### src/rtl/dram_chan_sel.sv
module dram_chan_sel #(
  parameter int ADDR_W     = 48,
  parameter int HOLE_W     = 16,
  parameter int HOLE_SH    = 16,
  parameter int BLK_BITS   = 6,
  parameter int OFS_LSB    = 23,
  parameter int BASE_LSB   = 27,
  parameter int FOUR_G_BIT = 32
) (
  input  logic              clk,
  input  logic              rst_n,
  input  logic              req_valid,
  input  logic [ADDR_W-1:0] sys_addr,
  input  logic              hi_range_hit,
  input  logic              cfg_ganged,
  input  logic              cfg_hi_en,
  input  logic              cfg_hi_chan,
  input  logic              cfg_intlv_en,
  input  logic [1:0]        cfg_intlv_mode,
  input  logic [2:0]        cfg_node_intlv,
  input  logic              cfg_hole_en,
  input  logic [HOLE_W-1:0] cfg_hole_ofs,
  input  logic [ADDR_W-1:0] cfg_sel_base_ofs,
  input  logic [ADDR_W-1:0] cfg_dram_base,
  output logic              rsp_valid,
  output logic              rsp_chan,
  output logic [ADDR_W-1:0] rsp_chan_addr
);
  localparam logic [ADDR_W-1:0] ONE       = ADDR_W'(1);
  localparam logic [ADDR_W-1:0] FOUR_G    = ONE << FOUR_G_BIT;
  localparam logic [ADDR_W-1:0] BLK_MASK  = ~((ONE << BLK_BITS) - ONE);
  localparam logic [ADDR_W-1:0] OFS_MASK  = ~((ONE << OFS_LSB) - ONE);
  localparam logic [ADDR_W-1:0] BASE_MASK = ~((ONE << BASE_LSB) - ONE);

  logic              hash_par;
  logic              intlv_bit;
  logic              chan_nxt;
  logic              above_4g;
  logic [ADDR_W-1:0] hole_ext;
  logic [ADDR_W-1:0] ofs_sel;
  logic [ADDR_W-1:0] addr_nxt;

  assign hash_par = ^sys_addr[20:16];
  assign above_4g = sys_addr >= FOUR_G;
  assign hole_ext = ADDR_W'(cfg_hole_ofs) << HOLE_SH;

  always_comb begin
    if (cfg_intlv_mode == 2'd0)       intlv_bit = sys_addr[6];
    else if (cfg_intlv_mode[1])       intlv_bit = hash_par ^ (cfg_intlv_mode[0] ? sys_addr[9] : sys_addr[6]);
    else if (cfg_node_intlv[2])       intlv_bit = sys_addr[15];
    else if (cfg_node_intlv[1])       intlv_bit = sys_addr[14];
    else if (cfg_node_intlv[0])       intlv_bit = sys_addr[13];
    else                              intlv_bit = sys_addr[12];
  end

  always_comb begin
    if (cfg_ganged)        chan_nxt = 1'b0;
    else if (hi_range_hit) chan_nxt = cfg_hi_chan;
    else if (cfg_intlv_en) chan_nxt = intlv_bit;
    else if (cfg_hi_en)    chan_nxt = ~cfg_hi_chan;
    else                   chan_nxt = 1'b0;
  end

  assign ofs_sel  = (cfg_hole_en && above_4g) ? hole_ext :
                    hi_range_hit              ? cfg_sel_base_ofs :
                                                (cfg_dram_base & BASE_MASK);
  assign addr_nxt = (sys_addr & BLK_MASK) - (ofs_sel & OFS_MASK);

  always_ff @(posedge clk) begin
    if (!rst_n) rsp_valid <= 1'b0;
    else        rsp_valid <= req_valid;
  end

  always_ff @(posedge clk) begin
    if (req_valid) begin
      rsp_chan      <= chan_nxt;
      rsp_chan_addr <= addr_nxt;
    end
  end
endmodule

### config.mk
export PLATFORM = sky130hd
export DESIGN_NAME = dram_chan_sel
export DESIGN_NICKNAME = d
export VERILOG_FILES = /design/src/rtl/dram_chan_sel.sv
export SDC_FILE = /design/constraint.sdc
export NUM_CORES = 1
export LEC_CHECK = 0
export BUFFER_PORTS_ARGS = -buffer_cell sky130_fd_sc_hd__buf_2
export CORE_MARGIN = 2
export CORE_UTILIZATION = 40
export DETAILED_ROUTE_END_ITERATION = 16
export PLACE_DENSITY_LB_ADDON = 0.2
export SYNTH_ARGS = -nofsm -noshare
export SYNTH_HDL_FRONTEND = slang
export SYNTH_SLANG_ARGS = --single-unit
### constraint.sdc
create_clock -name clk -period 4.8 [get_ports clk]
set_input_delay 0.96 -clock clk [delete_from_list [all_inputs] [get_ports clk]]
set_output_delay 0.96 -clock clk [all_outputs]
set_load 0.02 [all_outputs]
==> flow_summary.ini, run 1 <==
[status]
status = finished, final reports clean

[power]
p_leak_nw = 1.90
total_power_w = 0.00122
ir_drop_mv = 0.117
powerDensity_nw_per_um2 = 292

[worst_setup_path]
cp.arrival_ns = 4.14
path_class = in2reg
critPathLaunchType = input port
cp.required_ns = 4.83
critPathMaxFanout = 9
endpoint_kind = flip-flop

[clock_tree]
cts_root_buffer = clkbuf_8
htreeDepth = 2
ctsResizeCount = 0
cts_hold_buf = 0
cts_tree = built
cts_made_buffers = 5
cts.sinks = 44
post_cts_buffers = 0
cts_max_path_buffers = 2
clkSlewWorstSetupHoldPaths_ns = 0.07

[floorplanning]
num_rows = 32
die_area_um2 = 8750
die_h_um = 93.6
initial_core_util_pct = 41.3
die_w_um = 93.6
core_area_um2 = 7770
ios = 224

[layout]
diodes = 0
fin_util_pct = 53.7
nNetsFinal = 667
area_growth_syn_to_layout_pct = 30.0
stdcell_count = 569
drive_above_1_share_pct = 39.4

[synth]
synth_xor_area_share_pct = 6.83
synth.avg_cell_area_um2 = 10.3
synth_seq_cells = 44
synthFlopType = edfxtp_1
synth.area.mux_share_pct = 8.07
yosys.area_share.simple_pct = 13.6
synth_most_common_cell = edfxtp_1
synth_top_family_by_area = compound AO/OA/AOI/OAI gates
ys_types = 48
synth_fa_ha_area_share_pct = 10.8
synthTopCellsByArea = edfxtp_1 40%, ha_1 10%, mux2_2 5.3%
yosysWarningCount = 0
synth.cell_area_um2 = 3210
synth_largest_area_cell = edfxtp_1
synth_common_cells = 43 x edfxtp_1, 33 x nand2_1, 26 x ha_1, 22 x a21oi_1, 18 x xnor2_1
synth_top_area_share_pct = 40.2
ys_seq_area_share_pct = 40.9
synthArstFlopShare_pct = 0
syn_inst = 312
synth_compound_area_share_pct = 16.1
synth_edf_count = 43

[placed_design]
port-buffer-count = 154
placedCellCount = 561
dp_hpwl_mm = 6.31
gp_congestion = 0.859

[route]
detail_route.wl_per_cell_um = 13.2
vias_per_cell = 4.97
initialDrtViolationCount = 96
drc_errors = 0
vias = 2827
dr.pass1.iters = 4
totalWireLength_mm = 7.49
ant_nets = 0

[grt]
grt_pass1_wl_mm = 11.9
grt_max_degree = 45
grt_antenna_before_repair = 0
overflow = 0
grt_pass1_vias = 2653
grt_usage_pct = 17.0

[timing]
hold_slack_ns = 0.845
rsz0062_at_grt = false
min_period_ns = 4.11
setup_tns_ns = 0
maxClockFrequency_mhz = 243
maxSlewViolCount = 0
slew_headroom_pct = 39.1
hold_viol = 0
min_period_over_period_pct = 85.6
setup_viol = 0
tightestPinTransition_ns = 0.914

[worst_hold_path]
hp-class = in2reg

[run]
cap_violations = 0
-- cell type report --
type | instances | area, µm²
fillers | 754 | 3600
multi-input cells | 248 | 1800
flip-flops and latches | 44 | 1310
repair buffers | 156 | 786
well taps | 102 | 128
clock buffers | 7 | 76.3
inverters | 11 | 41.3
clock inverters | 1 | 30.0
-- report_power, final --
part           internal, W  leakage [nW]  switching [W]
logic             0.000189          1.42       0.000261
registers         0.000492         0.429      0.0000115
clock network     0.000156        0.0524       0.000108
-- final timing paths --
path	start	to	cells after the start
worst max-delay path	sys_addr[45]	rsp_chan_addr[45]$_DFFE_PP_	13
worst min-delay path	sys_addr[22]	rsp_chan_addr[22]$_DFFE_PP_	1
-- metrics by stage --
step | setup slack [ns] | instance area (µm²)
after floorplan | 0.907 | 3230
after global placement | 0.352 | 4060
after detailed placement | 0.347 | 4060
after CTS | 0.655 | 4170
after global routing | 0.456 | 4170
final | 0.690 | 4170
-- registers in the layout (all words and copies together), names as in the netlist --
signal and cells:
rsp_chan_addr 42, rsp_chan 1, rsp_valid 1
-- placed cells by master (no fill, tap or decap), types with 2 or more instances in the layout --
cell type,n
a211o_1,2
a211oi_1,5
a21o_1,5
a21oi_1,22
a221oi_1,3
a31oi_1,4
and2_1,3
and3_1,6
buf_2,154
buf_4,2
clkbuf_1,2
clkbuf_8,5
conb_1,6
edfxtp_1,43
ha_1,26
inv_1,11
mux2_2,15
mux2i_1,9
nand2_1,33
nand2b_1,4
nand3_1,5
nand4_1,4
nor2_1,17
nor2b_1,5
nor3_1,4
nor4_1,5
o211ai_1,3
o21a_1,5
o21ai_0,14
o22ai_1,2
or3_1,2
xnor2_1,18
xor2_1,7
-- cell families after synthesis --
kind of cell,count (synthesis)
flops,44
fa+ha+maj,27
compound gates,75
other cells,1
xor+xnor,25
buf+inv,25
mux,24
simple gates,91
-- worst max-delay path, cell delays in order --
cell	delay, ns
buf_2	0.11
nor4_1	0.38
nand4_1	0.30
nand2_1	0.20
buf_4	0.17
a31oi_1	0.17
fa_1	0.49
a21o_1	0.23
a221o_1	0.34
a211oi_4	0.33
o2bb2ai_2	0.19
o31ai_1	0.12
xor2_1	0.15
-- layer usage --
metal  part of all wire (%)  vias up  wire [µm]  global-route usage (%)
met2                     44      129       3270                    26.3
met1                     48     1231       3570                    24.2
met4                    1.4        0        108                    5.92
li1                       -     1459          -                       -
met3                    7.2        8        536                    2.58
met5                      0        -          0                       0
(Power assumes the default switching activity.)
==> run 2: changes to the inputs <==
--- a/config.mk
+++ b/config.mk
@@ -10,6 +10,7 @@
 export CORE_UTILIZATION = 40
 export DETAILED_ROUTE_END_ITERATION = 16
 export PLACE_DENSITY_LB_ADDON = 0.2
+export REMOVE_ABC_BUFFERS = 1
 export SYNTH_ARGS = -nofsm -noshare
 export SYNTH_HDL_FRONTEND = slang
 export SYNTH_SLANG_ARGS = --single-unit
==> run 2 against run 1 <==
  * Cell count is 0.70% higher
  * Combinational power up 1%
  * Non-clock buffer count is 4 higher
  * Fmax decreased by 1.1%
  * Wire length up 9.9%
  * Critical path depth stayed put
  * Total power is 2.2% higher
  * Utilization rose by 0.40 points
  * Highest routed layer unchanged
  * Global-route usage rose by 1.6 points
==> flow_summary.ini, run 2 (synthesis results as in run 1) <==
[status]
status = finished, final reports clean

[worst_setup_path]
setup.worst_path.start = sys_addr[37]
cp.required_ns = 4.84
crit_cells = 13
cp_top_family = compound AO/OA/AOI/OAI gates
critPathLaunchType = input port
cp.arrival_ns = 4.19
critPathMaxFanout = 14
path_class = in2reg
max_stage_delay_ns = 0.55
endpoint_kind = flip-flop
cp_num_buf_inv = 2
crit_end = rsp_chan_addr[45]$_DFFE_PP_
cp_cell_sequence = buf_2, nor4_1, nand4_1, nand2_1, buf_4, a31oi_1, fa_1, a21o_1, a221o_1, a211oi_4, o2bb2ai_2, o31ai_1, xor2_1
worst_path_max_delay_cell = nor4_1

[layout]
nNetsFinal = 671
layout_commonest_cell = buf_2
nFillCells = 727
regMostFlops = rsp_chan_addr
multi_input_area_um2 = 1800
regArea_um2 = 1310
diodes = 0
area_growth_syn_to_layout_pct = 31.0
drive_above_1_share_pct = 40.1
most-common-layout-cells = 154 x buf_2, 43 x edfxtp_1, 33 x nand2_1
reg_top3 = rsp_chan_addr (42), rsp_chan (1), rsp_valid (1)
largest_reg_flops = 42
stdcell_count = 573

[power]
p_leak_nw = 1.92
ir_drop_mv = 0.105
total_power_w = 0.00124
powerDensity_nw_per_um2 = 296

[floorplanning]
die_w_um = 93.6
initial_core_util_pct = 41.3
num_rows = 32
die_h_um = 93.6
ios = 224
core_area_um2 = 7770
die_area_um2 = 8750

[clock_tree]
clkSlewWorstSetupHoldPaths_ns = 0.08
post_cts_buffers = 0
cts_hold_buf = 0
cts_made_buffers = 5
htreeDepth = 2
cts_max_path_buffers = 2
ctsResizeCount = 0
cts_root_buffer = clkbuf_8
cts_tree = built
cts.sinks = 44

[timing]
hold_viol = 0
rsz0062_at_grt = false
setup_tns_ns = 0
min_period_over_period_pct = 86.6
setup_viol = 0
maxClockFrequency_mhz = 241
slew_headroom_pct = 33.6
tightestPinTransition_ns = 0.996
layout_setup_ws_ns = 0.645
min_period_ns = 4.16
maxSlewViolCount = 0

[route]
vias_per_cell = 5.05
totalWireLength_mm = 8.23
ant_nets = 0
vias = 2895
drc_errors = 0
initialDrtViolationCount = 122
dr.pass1.iters = 4
detail_route.wl_per_cell_um = 14.4

[worst_hold_path]
hp-class = in2reg

[placed_design]
gp_congestion = 0.836
placedCellCount = 565
preCtsSetupSlack_ns = 0.397
dp_hpwl_mm = 6.63
port-buffer-count = 154

[run]
cap_violations = 0

[grt]
overflow = 0
grt_pass1_vias = 2776
grt_usage_pct = 18.5
grt_max_degree = 45
grt_antenna_before_repair = 0
grt_pass1_wl_mm = 12.8
## run 2: cell types whose count changed in the layout (fill, tap and decap cells not counted)
cell,delta
buf_4,+4
clkbuf_1,-1
clkinv_2,+1
## run 2: how the worst min path moves through the flow
stage / start / end / slack [ns] / cells after the start
6_report: sys_addr[10] / rsp_chan_addr[10]$_DFFE_PP_ / 0.83 / 1
5_1_grt: sys_addr[10] / rsp_chan_addr[10]$_DFFE_PP_ / 0.82 / 1
4_1_cts: sys_addr[21] / rsp_chan_addr[21]$_DFFE_PP_ / 0.83 / 1
3_5_place_dp: sys_addr[21] / rsp_chan_addr[21]$_DFFE_PP_ / 1.14 / 1
3_3_place_gp: sys_addr[21] / rsp_chan_addr[21]$_DFFE_PP_ / 1.14 / 1
2_1_floorplan: sys_addr[10] / rsp_chan_addr[10]$_DFFE_PP_ / 1.06 / 0
## run 2: final cells by class
cell class / count / area share, %
sequential: 44 / 31.2
clock inverter: 2 / 0.834
inverter: 11 / 0.983
multi-input combinational: 248 / 42.8
tap: 102 / 3.04
clock buffer: 6 / 1.73
timing repair buffer: 160 / 19.4
## run 2: power breakdown
part	switching, W	total [W]	internal (W)
Combinational	0.000263	0.000455	0.000192
Clock	0.000130	0.000285	0.000155
Sequential	0.0000108	0.000502	0.000492
Total	0.000404	0.00124	0.000838
## run 2: per-layer routing
layer,track usage [%],up-vias,share of wire [%],wire length (µm)
li1,-,1465,-,-
met1,24.5,1285,46,3810
met2,31.7,136,45,3690
met3,2.90,9,7.6,624
met4,4.71,0,1.2,101
met5,0,-,0,0
## run 2: per-stage QoR
stage | hold slack, ns | util, % | cell area (µm²)
2_1_floorplan | 1.06 | - | 3150
6_report | 0.835 | 54.1 | 4200
5_1_grt | 0.823 | 54.1 | 4200
4_1_cts | 0.828 | 54.1 | 4200
3_5_place_dp | 1.14 | 52.7 | 4090
3_3_place_gp | 1.14 | 52.7 | 4090
==> run 3: changes to the inputs <==
--- a/config.mk
+++ b/config.mk
@@ -5,9 +5,11 @@
 export SDC_FILE = /design/constraint.sdc
 export NUM_CORES = 1
 export LEC_CHECK = 0
+export ABC_AREA = 1
 export BUFFER_PORTS_ARGS = -buffer_cell sky130_fd_sc_hd__buf_2
 export CORE_MARGIN = 2
 export CORE_UTILIZATION = 40
+export CTS_CLUSTER_DIAMETER = 200
 export DETAILED_ROUTE_END_ITERATION = 16
 export PLACE_DENSITY_LB_ADDON = 0.2
 export REMOVE_ABC_BUFFERS = 1
==> run 3 against run 2 <==
  * Fmax increased by 19%
  * Critical endpoint unchanged
  * Cell area increased by 4.7%
  * Worst setup slack improved by 0.67 ns
  * Critical path type unchanged
  * Utilization decreased by 1.1 points
  * Hold slack improved by 0.013 ns
  * Wire length decreased by 0.39%
  * Total power decreased by 6.4%
  * Sequential share of layout area decreased by 1.4 points
  * Synthesized cell count increased by 50%
  * Cell count increased by 27%
  * Synthesized area increased by 8.2%
  * Via count increased by 17%
==> flow_summary.ini, run 3 <==
[placed_design]
gp_congestion = 0.876
port-buffer-count = 154
placedCellCount = 718
preCtsSetupSlack_ns = 1.01
dp_hpwl_mm = 6.95

[route]
dr.pass1.iters = 6
ant_nets = 0
drc_errors = 0
detail_route.wl_per_cell_um = 11.3
vias_per_cell = 4.65
initialDrtViolationCount = 84
vias = 3374
totalWireLength_mm = 8.20

[clock_tree]
cts.sinks = 44
post_cts_buffers = 0
clkSlewWorstSetupHoldPaths_ns = 0.07
cts_made_buffers = 5
cts_max_path_buffers = 2
ctsResizeCount = 0
htreeDepth = 2
cts_tree = built
cts_root_buffer = clkbuf_8
cts_hold_buf = 0

[floorplanning]
initial_core_util_pct = 41.8
die_area_um2 = 9440
die_h_um = 97.2
num_rows = 33
core_area_um2 = 8300
ios = 224
die_w_um = 97.2

[grt]
grt_pass1_wl_mm = 13.8
use_met3_pct = 2.95
grt_max_degree = 45
grt_antenna_before_repair = 0
overflow = 0
grt-busiest-layer = met2
use_met1_pct = 23.9
grt_usage_pct = 17.5
grt_pass1_vias = 3280
use_met2_pct = 28.9

[layout]
area_growth_syn_to_layout_pct = 26.7
drive_above_1_share_pct = 28.3
nNetsFinal = 821
reg_top3 = rsp_chan_addr (42), rsp_chan (1), rsp_valid (1)
most-common-layout-cells = 168 x nand2_1, 154 x buf_2, 46 x inv_1
stdcell_count = 726
nFillCells = 832
fin_util_pct = 53.0
layout_commonest_cell = nand2_1
largest_reg_flops = 42
diodes = 0
regMostFlops = rsp_chan_addr

[worst_setup_path]
endpoint_kind = flip-flop
cp_num_buf_inv = 2
cp.required_ns = 4.84
critPathMaxFanout = 27
cp_top_family = simple AND/OR/NAND/NOR gates
max_stage_delay_ns = 0.53
critPathLaunchType = input port
cp.arrival_ns = 3.53
cp_common_cell = nand2_1
cp_cell_sequence = buf_2, nor2_1, nand4_1, o21ai_4, nor2_1, a21oi_1, ha_1, inv_1, fa_1, nand2_1, nand2_1, nand3b_1, nand2_1, nand3_1, nand2_1, nand2_1, nand2_1, nand2_1, nand2_1
path_class = in2reg
worst_path_max_delay_cell = o21ai_4

[timing]
hold_viol = 0
min_period_ns = 3.49
maxClockFrequency_mhz = 287
setup_tns_ns = 0
rsz0062_at_grt = false
slew_headroom_pct = 39.2
setup_viol = 0
tightestPinTransition_ns = 0.912
maxSlewViolCount = 0
layout_setup_ws_ns = 1.31
min_period_over_period_pct = 72.6

[synth]
syn_inst = 467
synthArstFlopShare_pct = 0
synth_largest_area_cell = edfxtp_1
synth_seq_cells = 44
synthFlopType = edfxtp_1
synth_edf_count = 43
ys_types = 36
synthTopCellsByArea = edfxtp_1 37%, nand2_1 18%, ha_1 9.4%
synth_common_cells = 168 x nand2_1, 46 x inv_1, 43 x edfxtp_1, 38 x nor2_1
synth.cell_area_um2 = 3470
synth_most_common_cell = nand2_1
ys_seq_area_share_pct = 37.8
synth.avg_cell_area_um2 = 7.43
synth_top_area_share_pct = 37.2
yosysWarningCount = 0

[power]
combPwrFrac_pct = 39.1
power.switching_w = 0.000405
p_leak_nw = 2.29
clockPowerShare_pct = 18.0
p_seq_share_pct = 42.9
ir_drop_mv = 0.100
power.internal_w = 0.000757
switching_share_pct = 34.9
powerDensity_nw_per_um2 = 264

[run]
cap_violations = 0

[status]
status = finished, final reports clean

[worst_hold_path]
hp-class = in2reg
[run 3: cell types whose count changed after synthesis, moves of 9 or more]
cell	delta
mux2i_1	-9
inv_1	+35
mux2_2	-15
xnor2_1	-13
nand2_1	+135
nand3_1	+24
nor2_1	+21
[run 3: worst paths after layout]
kind | start | endpoint | slack, ns | cells past startpoint
max | sys_addr[41] | rsp_chan_addr[45]$_DFFE_PP_ | 1.31 | 19
min | sys_addr[8] | rsp_chan_addr[8]$_DFFE_PP_ | 0.85 | 1
[run 3: kinds of logic (layout without fill, tap and decap cells)]
kind of cell / after synthesis / count (layout) / synth area share [%]
other cells: 1 / 6 / 0.108
fa+ha+maj: 27 / 27 / 9.95
buf+inv: 61 / 210 / 7.50
simple gates: 258 / 258 / 30.8
flops: 44 / 44 / 37.8
xor+xnor: 15 / 15 / 3.78
compound gates: 61 / 61 / 10.1
[run 3: metal layers]
layer,share of wire [%],wire [µm],up-vias
li1,-,-,1828
met1,49,3980,1416
met2,43,3540,123
met3,7.1,581,7
met4,1.1,93,0
met5,0,0,-
[run 3: stage by stage]
step	power, W	area, µm²	hold slack [ns]
2_1_floorplan	0.000803	3410	1.05
3_3_place_gp	0.000958	4320	1.14
3_5_place_dp	0.000964	4320	1.14
4_1_cts	0.00118	4400	0.834
5_1_grt	0.00125	4400	0.830
6_report	0.00116	4400	0.848
[run 3: area by class of cell]
class | count | area (µm²) | area share [%]
sequential | 44 | 1310 | 29.8
clock inverter | 1 | 5.00 | 0.114
tap | 105 | 131 | 2.99
clock buffer | 7 | 76.3 | 1.74
multi-input combinational | 367 | 1920 | 43.6
timing repair buffer | 155 | 778 | 17.7
inverter | 47 | 176 | 4.01
[run 3: power by group through the flow]
stage | combinational [W] | clock (W) | sequential (W)
2_1_floorplan | 0.000225 | 0 | 0.000578
3_3_place_gp | 0.000452 | 0 | 0.000506
3_5_place_dp | 0.000456 | 0 | 0.000508
4_1_cts | 0.000458 | 0.000220 | 0.000499
5_1_grt | 0.000510 | 0.000237 | 0.000505
6_report | 0.000455 | 0.000209 | 0.000498
